$ cat config.mk
export PLATFORM = sky130hd
export DESIGN_NAME = seqtog_engine
export DESIGN_NICKNAME = d
export VERILOG_FILES = /design/src/rtl/seqtog_pkg.sv /design/src/rtl/seqtog_tx.sv /design/src/rtl/seqtog_rx.sv /design/src/rtl/seqtog_engine.sv
export SDC_FILE = /design/constraint.sdc
export NUM_CORES = 1
export LEC_CHECK = 0
export ABC_AREA = 1
export BUFFER_PORTS_ARGS = -buffer_cell sky130_fd_sc_hd__buf_2
export CAP_MARGIN = 20
export CELL_PAD_IN_SITES_DETAIL_PLACEMENT = 1
export CELL_PAD_IN_SITES_GLOBAL_PLACEMENT = 1
export CORE_AREA = 2 2 58 60
export CTS_CLUSTER_SIZE = 14
export DETAILED_ROUTE_END_ITERATION = 8
export DIE_AREA = 0 0 60 62
export PLACE_DENSITY = 0.86
export RECOVER_POWER = 50
export SYNTH_ARGS = -nofsm -noshare
export SYNTH_HDL_FRONTEND = slang
export SYNTH_SLANG_ARGS = --single-unit
$ cat constraint.sdc
create_clock -name clk -period 1.9 [get_ports clk]
set_input_delay 0.285 -clock clk [delete_from_list [all_inputs] [get_ports clk]]
set_output_delay 0.285 -clock clk [all_outputs]
set_load 0.02 [all_outputs]
$ cat src/rtl/seqtog_pkg.sv
package seqtog_pkg;

   localparam logic [3:0] PID_DATA0 = 4'b0011;
   localparam logic [3:0] PID_DATA1 = 4'b1011;

   function automatic logic [3:0] pid_from_toggle(input logic odd);
      return odd ? PID_DATA1 : PID_DATA0;
   endfunction

   function automatic logic is_data_pid(input logic [3:0] code);
      return (code == PID_DATA0) || (code == PID_DATA1);
   endfunction

   function automatic logic toggle_of_pid(input logic [3:0] code);
      return code[3];
   endfunction

endpackage

$ cat src/rtl/seqtog_tx.sv
module seqtog_tx
   import seqtog_pkg::*;
#(
   parameter int DATA_W = 8
) (
   input  logic              clk,
   input  logic              rst_n,
   input  logic              clr,
   input  logic              ld_valid,
   input  logic [DATA_W-1:0] ld_data,
   output logic              ld_ready,
   input  logic              ack,
   input  logic              tmo,
   output logic [DATA_W-1:0] tx_data,
   output logic [3:0]        tx_pid,
   output logic              tx_pending,
   output logic              tx_resend
);

   if (DATA_W < 1) begin : g_width_chk
      $error("seqtog_tx: DATA_W must be at least 1");
   end

   logic              tog_q;
   logic              pend_q;
   logic              res_q;
   logic [DATA_W-1:0] buf_q;

   logic take_load;
   logic take_ack;
   logic take_retry;

   assign take_ack   = pend_q && ack;
   assign take_load  = !pend_q && ld_valid;
   assign take_retry = pend_q && tmo && !ack;

   always_ff @(posedge clk or negedge rst_n) begin
      if (!rst_n) begin
         tog_q  <= 1'b0;
         pend_q <= 1'b0;
         res_q  <= 1'b0;
      end else if (clr) begin
         tog_q  <= 1'b0;
         pend_q <= 1'b0;
         res_q  <= 1'b0;
      end else begin
         res_q <= take_retry;
         if (take_ack) begin
            pend_q <= 1'b0;
            tog_q  <= ~tog_q;
         end else if (take_load) begin
            pend_q <= 1'b1;
         end
      end
   end

   always_ff @(posedge clk or negedge rst_n) begin
      if (!rst_n) begin
         buf_q <= '0;
      end else if (!clr && take_load) begin
         buf_q <= ld_data;
      end
   end

   assign ld_ready   = !pend_q;
   assign tx_data    = buf_q;
   assign tx_pid     = pid_from_toggle(tog_q);
   assign tx_pending = pend_q;
   assign tx_resend  = res_q;


   ack_flip_chk: assert property (@(posedge clk) disable iff (!rst_n)
      (pend_q && ack && !clr) |=> (!pend_q && (tog_q != $past(tog_q))));


   retry_hold_chk: assert property (@(posedge clk) disable iff (!rst_n)
      (pend_q && tmo && !ack && !clr) |=> (pend_q && $stable(buf_q) && $stable(tog_q) && tx_resend));


   stall_chk: assert property (@(posedge clk) disable iff (!rst_n)
      (pend_q && ld_valid && !ack && !clr) |=> (pend_q && $stable(buf_q)));


   idle_hs_chk: assert property (@(posedge clk) disable iff (!rst_n)
      (!pend_q && !ld_valid && (ack || tmo) && !clr) |=> (!pend_q && $stable(tog_q) && !tx_resend));


   tx_clear_chk: assert property (@(posedge clk) disable iff (!rst_n)
      clr |=> (!pend_q && !tog_q && !tx_resend));

endmodule

$ cat src/rtl/seqtog_rx.sv
module seqtog_rx
   import seqtog_pkg::*;
#(
   parameter int DATA_W    = 8,
   parameter bit ZERO_IDLE = 1'b1
) (
   input  logic              clk,
   input  logic              rst_n,
   input  logic              clr,
   input  logic              rx_valid,
   input  logic [3:0]        rx_pid,
   input  logic              rx_crc_ok,
   input  logic [DATA_W-1:0] rx_data,
   output logic              rx_ack_out,
   output logic              rx_deliver,
   output logic [DATA_W-1:0] rx_deliver_data,
   output logic              rx_expect_odd
);

   if (DATA_W < 1) begin : g_width_chk
      $error("seqtog_rx: DATA_W must be at least 1");
   end

   logic              exp_q;
   logic              ack_q;
   logic              del_q;
   logic [DATA_W-1:0] dd_q;

   logic good_pkt;
   logic fresh_pkt;

   assign good_pkt  = rx_valid && rx_crc_ok && is_data_pid(rx_pid);
   assign fresh_pkt = good_pkt && (toggle_of_pid(rx_pid) == exp_q);

   always_ff @(posedge clk or negedge rst_n) begin
      if (!rst_n) begin
         exp_q <= 1'b0;
         ack_q <= 1'b0;
         del_q <= 1'b0;
      end else if (clr) begin
         exp_q <= 1'b0;
         ack_q <= 1'b0;
         del_q <= 1'b0;
      end else begin
         ack_q <= good_pkt;
         del_q <= fresh_pkt;
         if (fresh_pkt) begin
            exp_q <= ~exp_q;
         end
      end
   end

   if (ZERO_IDLE) begin : g_zero_idle
      always_ff @(posedge clk or negedge rst_n) begin
         if (!rst_n) begin
            dd_q <= '0;
         end else if (!clr && fresh_pkt) begin
            dd_q <= rx_data;
         end else begin
            dd_q <= '0;
         end
      end


      zero_idle_chk: assert property (@(posedge clk) disable iff (!rst_n)
         !del_q |-> (dd_q == '0));
   end else begin : g_hold_last
      always_ff @(posedge clk or negedge rst_n) begin
         if (!rst_n) begin
            dd_q <= '0;
         end else if (!clr && fresh_pkt) begin
            dd_q <= rx_data;
         end
      end
   end

   assign rx_ack_out      = ack_q;
   assign rx_deliver      = del_q;
   assign rx_deliver_data = dd_q;
   assign rx_expect_odd   = exp_q;


   crc_bad_chk: assert property (@(posedge clk) disable iff (!rst_n)
      (rx_valid && !rx_crc_ok && !clr) |=> (!ack_q && !del_q && $stable(exp_q)));


   dup_chk: assert property (@(posedge clk) disable iff (!rst_n)
      (rx_valid && rx_crc_ok && is_data_pid(rx_pid) && (rx_pid[3] != exp_q) && !clr)
      |=> (ack_q && !del_q && $stable(exp_q)));


   deliver_ack_chk: assert property (@(posedge clk) disable iff (!rst_n)
      del_q |-> ack_q);


   fresh_flip_chk: assert property (@(posedge clk) disable iff (!rst_n)
      (rx_valid && rx_crc_ok && (rx_pid == PID_DATA0 || rx_pid == PID_DATA1) && (rx_pid[3] == exp_q) && !clr)
      |=> (del_q && (exp_q != $past(exp_q))));


   nonpid_chk: assert property (@(posedge clk) disable iff (!rst_n)
      (rx_valid && rx_pid != PID_DATA0 && rx_pid != PID_DATA1 && !clr)
      |=> (!ack_q && !del_q && $stable(exp_q)));


   rx_clear_chk: assert property (@(posedge clk) disable iff (!rst_n)
      clr |=> (!exp_q && !ack_q && !del_q));

endmodule

$ cat src/rtl/seqtog_engine.sv
module seqtog_engine
   import seqtog_pkg::*;
#(
   parameter int DATA_W    = 8,
   parameter bit ZERO_IDLE = 1'b1
) (
   input  logic              clk,
   input  logic              rst_n,
   input  logic              cfg_clear,
   input  logic              ld_valid,
   input  logic [DATA_W-1:0] ld_data,
   output logic              ld_ready,
   output logic [DATA_W-1:0] tx_data,
   output logic [3:0]        tx_pid,
   output logic              tx_pending,
   input  logic              hs_ack,
   input  logic              hs_timeout,
   output logic              tx_resend,
   input  logic              rx_valid,
   input  logic [3:0]        rx_pid,
   input  logic              rx_crc_ok,
   input  logic [DATA_W-1:0] rx_data,
   output logic              rx_ack_out,
   output logic              rx_deliver,
   output logic [DATA_W-1:0] rx_deliver_data,
   output logic              rx_expect_odd
);

   seqtog_tx #(
      .DATA_W (DATA_W)
   ) u_tx (
      .clk        (clk),
      .rst_n      (rst_n),
      .clr        (cfg_clear),
      .ld_valid   (ld_valid),
      .ld_data    (ld_data),
      .ld_ready   (ld_ready),
      .ack        (hs_ack),
      .tmo        (hs_timeout),
      .tx_data    (tx_data),
      .tx_pid     (tx_pid),
      .tx_pending (tx_pending),
      .tx_resend  (tx_resend)
   );

   seqtog_rx #(
      .DATA_W    (DATA_W),
      .ZERO_IDLE (ZERO_IDLE)
   ) u_rx (
      .clk             (clk),
      .rst_n           (rst_n),
      .clr             (cfg_clear),
      .rx_valid        (rx_valid),
      .rx_pid          (rx_pid),
      .rx_crc_ok       (rx_crc_ok),
      .rx_data         (rx_data),
      .rx_ack_out      (rx_ack_out),
      .rx_deliver      (rx_deliver),
      .rx_deliver_data (rx_deliver_data),
      .rx_expect_odd   (rx_expect_odd)
   );


   pid_code_chk: assert property (@(posedge clk) disable iff (!rst_n)
      (tx_pid == PID_DATA0) || (tx_pid == PID_DATA1));

endmodule

Word-level counts from Yosys, hierarchy flattened
Index checks and enable logic that the tools add are counted.
{"block": "word_totals", "latch_bits": 0, "mem_bits_rw": 0, "rom_bits": 0, "out_inout_bits": 26, "memories": 0, "regBits": 22}
{"block": "classes", "div_mod_pow": 0, "mul": 0, "n_reduce_logical": 16, "n_bitwise": 2, "addsub": 0, "n_lt_le_gt_ge": 0, "eq_ne": 3, "n_shift": 0, "mux": 12}
{"cell": "2-to-1 mux 1 bit", "n": 10}
{"cell": "logical AND 1 bit", "n": 9}
{"cell": "2-to-1 mux 8 bit", "n": 1}
{"cell": "== test 4 x 2 -> 1 bit (second input constant)", "n": 1}
{"cell": "== test 4 bit (second input constant)", "n": 1}
{"cell": "2-to-1 mux 4 bit", "n": 1}
{"cell": "nonzero test 2 bit", "n": 2}
{"cell": "zero test 1 bit", "n": 3}
{"cell": "nonzero test 3 bit", "n": 1}
{"cell": "NOT 1 bit", "n": 2}
{"cell": "== test 1 bit", "n": 1}
{"cell": "logical OR 1 bit", "n": 1}

Longest topological paths before layout
{"block": "depth", "ltp_word": 6, "depth_mapped": 5, "mapped_depth_nobuf": 5}

Modules after synthesis
Synthesis repeated with hierarchy kept, for this count alone.
{"block": "unflattened", "cells_unflattened": 105, "hier_area_um2": 962.2}
{"mod": "seqtog_tx", "cells_each": 56, "area_per_inst_um2": 506.7, "n_inst": 1, "seq_area_each_um2": 275.3}
{"mod": "seqtog_rx", "cells_each": 49, "area_per_inst_um2": 455.4, "n_inst": 1, "seq_area_each_um2": 275.3}

Least setup slack after synthesis
OpenSTA, ideal clock, no wires.
{"block": "synth_timing", "path_type": "flip-flop to flip-flop", "start": "register u_tx.pend_q (netlist: u_tx.tx_pending)", "end": "register u_tx.buf_q[5] (netlist: u_tx.tx_data[5])", "t_arrival_ns": 1.024, "setup_ns": 0.118, "setup_slack_ns": 0.758, "path_stages_with_launch": 6, "path_cell_list": "dfrtp_1 inv_2 nand3_4 buf_12 nand2_1 o21ai_2"}
{"block": "synth_via", "elab_chain_len": 3}
{"element": "start: declaration", "line": "seqtog_tx.sv:25", "rtl": "logic pend_q;"}
{"element": "start signal: assignment", "line": "seqtog_tx.sv:40", "rtl": "pend_q <= 1'b0;"}
{"element": "start signal: assignment", "line": "seqtog_tx.sv:44", "rtl": "pend_q <= 1'b0;"}
{"element": "start signal: assignment", "line": "seqtog_tx.sv:49", "rtl": "pend_q <= 1'b0;"}
{"element": "zero test 1 bit"}
{"element": "named net ld_ready", "line": "seqtog_engine.sv:12", "rtl": "output logic ld_ready,"}
{"element": "logical AND 1 bit", "line": "seqtog_tx.sv:34", "rtl": "assign take_load = !pend_q && ld_valid;"}
{"element": "logical AND 1 bit", "line": "seqtog_tx.sv:60", "rtl": "end else if (!clr && take_load) begin"}
{"element": "end signal: assignment", "line": "seqtog_tx.sv:61", "rtl": "buf_q <= ld_data;"}
{"element": "end: declaration", "line": "seqtog_tx.sv:27", "rtl": "logic [DATA_W-1:0] buf_q;"}
The timed path passes the listed nets, and every way through them passes these cells.
A chain may end at the register's enable or synchronous reset.

Worst setup path after layout
{"block": "layout_timing", "start": "register u_tx.pend_q (netlist: u_tx.tx_pending)", "end": "output ld_ready"}
{"block": "layout_via", "elab_chain_len": 1}
{"element": "zero test 1 bit", "line": "seqtog_tx.sv:65", "rtl": "assign ld_ready = !pend_q;"}
{"element": "end: declaration", "line": "seqtog_engine.sv:12"}
Every way passes these cells.

==> results.md <==
* Status: finished clean
* Seq pwr share at 0.484
* Register-to-register setup slack at approximately 0.8 ns
* Largest net degree at the start of global routing at 23
* Gr usage total at 0.136
* WP data required at about 1.6 ns
* Area Growth Syn to Fin at 33.2%
* HPWL after DPL at around 1800 um
* # setup viols final at 0
* Static Leakage at around 0.8 nW
* Fmax at approximately 770 MHz
* # H-tree levels at 1
* Vias at 800
* Postcts setup bufs at 0
* Sw Share at 0.266
* Area leader, netlist: dfrtp_1
* Via-to-Cell Ratio at slightly above 4
* Detailed Routing Iterations Pass 1 at 2
* Final WL at approximately 2200 um
* Post-synth top area share at 0.574
* Routed Antenna Nets at 0
* Setup CP Type: reg2out
* Critical path fanouts, max at 5
* Internal at just under 800 uW
* Starting density of the core at 0.301
* CTS Buffer Depth at 2
* Minimum clock period at 1.30 ns
* Final worst slack at 0.599 ns
* Synth Cell Area at roughly 960 sq um
* Yosys reg bits at 22
* Max Cap Viol at 0
* Die Ht at roughly 62 um
* Clock power frac at 0.325
* Sequential share of the synthesized area at 0.574
* CTS Sinks at 22
* Post-synth cell types at 16
* Syn Area/Cell at around 9.4 sq um
* CTS root buffer: clkbuf_4
* Die Span X at 60 um
* Post-route DRC at 0
* Net Sw Power at around 290 uW
* Rows at 21
* CTS tree: done
* Area contributors post-synth: dfrtp_1, inv_1, o21ai_2
* ANT cells at 0
* Crit path DAT at ~1.0 ns
* I/O Buffers at 50
* Worst min-delay path endpoint: u_tx.tx_resend$_DFF_PN0_
* Comb pwr share at 0.191
* Skew final at ~0.010 ns
* CP endpoint kind: output port
* Initial antenna violation count at 0
* PD cells at between 800 and 900 nW/um^2
* Setup TNS at 0 ns
* Worst R2R End: u_rx.rx_deliver_data[0]$_DFF_PN0_
* Latest clock arrival within the worst-skew pair at 0.30 ns
* Final period util at 0.685
* # nets final at ~180
* Ports at between 50 and 60
* Syn. warnings at 0
* Core Region at approximately 3200 sq um
* First-pass GRT wire length at between 3000 and 4000 um
* Cell count after synthesis at about 100
* Placer Congestion at about 0.68
* Post-DR wirelength/cell at approximately 11 um
* Worst r2r path cells at 5
* Clock-pin slew on the worst setup and hold paths at about 0.12 ns
* Num CTS Buffers at 3
* Setup WS pre-CTS at a little under 0.8 ns
* Vias in the first global route at 837
* Max Slew Vio Count at 0
* Startpoint Class: register
* Worst r2r src: u_rx.rx_expect_odd$_DFFE_PN0P_
* Drt initial violations at 7
* Final Hold Viols at 0
* Die area at about 3700 sq um
* Total gr overflow at 0
* Peak VDD IR at around 320 uV
* RSZ-0062 raised after global routing: false
* Share of cells above drive strength 1 at 0.438
* HP Start: hs_ack
* Hold WC Path Type: in2reg
* WHS Path Cells at 2
-- cells in the final DEF, fill, tap and decap left out, types with 2 or more instances in the layout --
master	Yosys	routed
buf_2	0	49
inv_1	22	22
dfrtp_1	22	22
nand2_1	17	17
nor2_1	15	15
o21ai_2	8	8
conb_1	2	3
clkbuf_4	0	3
inv_2	2	2
nand3_1	1	2
nor3_1	2	2
-- registers in the layout (all words and copies together), names as in the netlist --
register	cells
u_tx.tx_data	8
u_rx.rx_deliver	1
u_rx.rx_deliver_data	8
u_tx.tx_pending	1
u_rx.rx_expect_odd	1
u_rx.rx_ack_out	1
u_tx.tog_q	1
u_tx.tx_resend	1
-- power by group through the flow --
stage	Clock (mW)	Combinational (mW)	Sequential (mW)
floorplan	0	0.0924	0.571
global placement	0	0.202	0.529
detailed placement	0	0.210	0.532
CTS	0.362	0.211	0.523
global route	0.380	0.232	0.527
finish	0.350	0.206	0.522
-- cell usage after synthesis (all sizes together) --
| master | instances |
|---|---|
| nand2 | 17 |
| o21ai | 8 |
| inv | 24 |
| dfrtp | 22 |
| conb | 2 |
| nor3 | 2 |
| a21oi | 1 |
| buf | 5 |
| nand3 | 4 |
| or2 | 1 |
| nor2 | 16 |
-- layer usage --
| metal | part of all wire | GRT usage | vias to the layer above |
|---|---|---|---|
| met4 | 0.013 | 0.0762 | 0 |
| met5 | 0 | 0 | - |
| met3 | 0.036 | 0.0124 | 2 |
| li1 | - | - | 391 |
| met1 | 0.35 | 0.138 | 382 |
| met2 | 0.60 | 0.272 | 25 |
-- critical path, cell delays in order (launching register included) --
cell and delay [ns]:
dfrtp_1 0.45, inv_2 0.10, buf_2 0.16
-- repair_timing --
action / CTS / global route
gates resized for setup: 0 / 0
hold endpoints to repair: 22 / 0
hold buffers: 1 / 0
-- how the worst max path moves through the flow --
stage | cells past startpoint | from | end
final | 2 | u_tx.tx_pending$_DFFE_PN0P_ | ld_ready
after global routing | 2 | u_tx.tx_pending$_DFFE_PN0P_ | ld_ready
after CTS | 2 | u_tx.tx_pending$_DFFE_PN0P_ | ld_ready
after detailed placement | 6 | rx_pid[2] | u_rx.rx_deliver_data[0]$_DFF_PN0_
after global placement | 5 | cfg_clear | u_tx.tx_data[7]$_DFFE_PN0P_
after floorplan | 5 | u_tx.tx_pending$_DFFE_PN0P_ | u_tx.tx_data[5]$_DFFE_PN0P_
-- kinds of logic after synthesis --
kind of cell           share of synthesized area
DFF                                        0.574
other                                    0.00784
buffers and inverters                      0.146
AOI/OAI and AO/OA                         0.0783
and+or+nand+nor                            0.193
-- area by class of cell --
type	count	area, sq um
flip-flops and latches	22	551
fillers	396	1900
well taps	46	57.6
inverters	24	90.1
multi-input cells	52	267
clock inverters	1	30.0
repair buffers	51	259
clock buffers	3	22.5
-- through the flow --
| step | utilization | hold slack (ns) | std cells | total power, mW | cell area [sq um] |
|---|---|---|---|---|---|
| floorplan | - | -0.0106 | 103 | 0.663 | 962 |
| global placement | 0.384 | 0.267 | 194 | 0.732 | 1220 |
| detailed placement | 0.384 | 0.273 | 194 | 0.741 | 1220 |
| CTS | 0.403 | 0.133 | 199 | 1.10 | 1280 |
| global route | 0.401 | 0.141 | 199 | 1.14 | 1280 |
| finish | 0.401 | 0.143 | 199 | 1.08 | 1280 |
(Power assumes the default switching activity.)
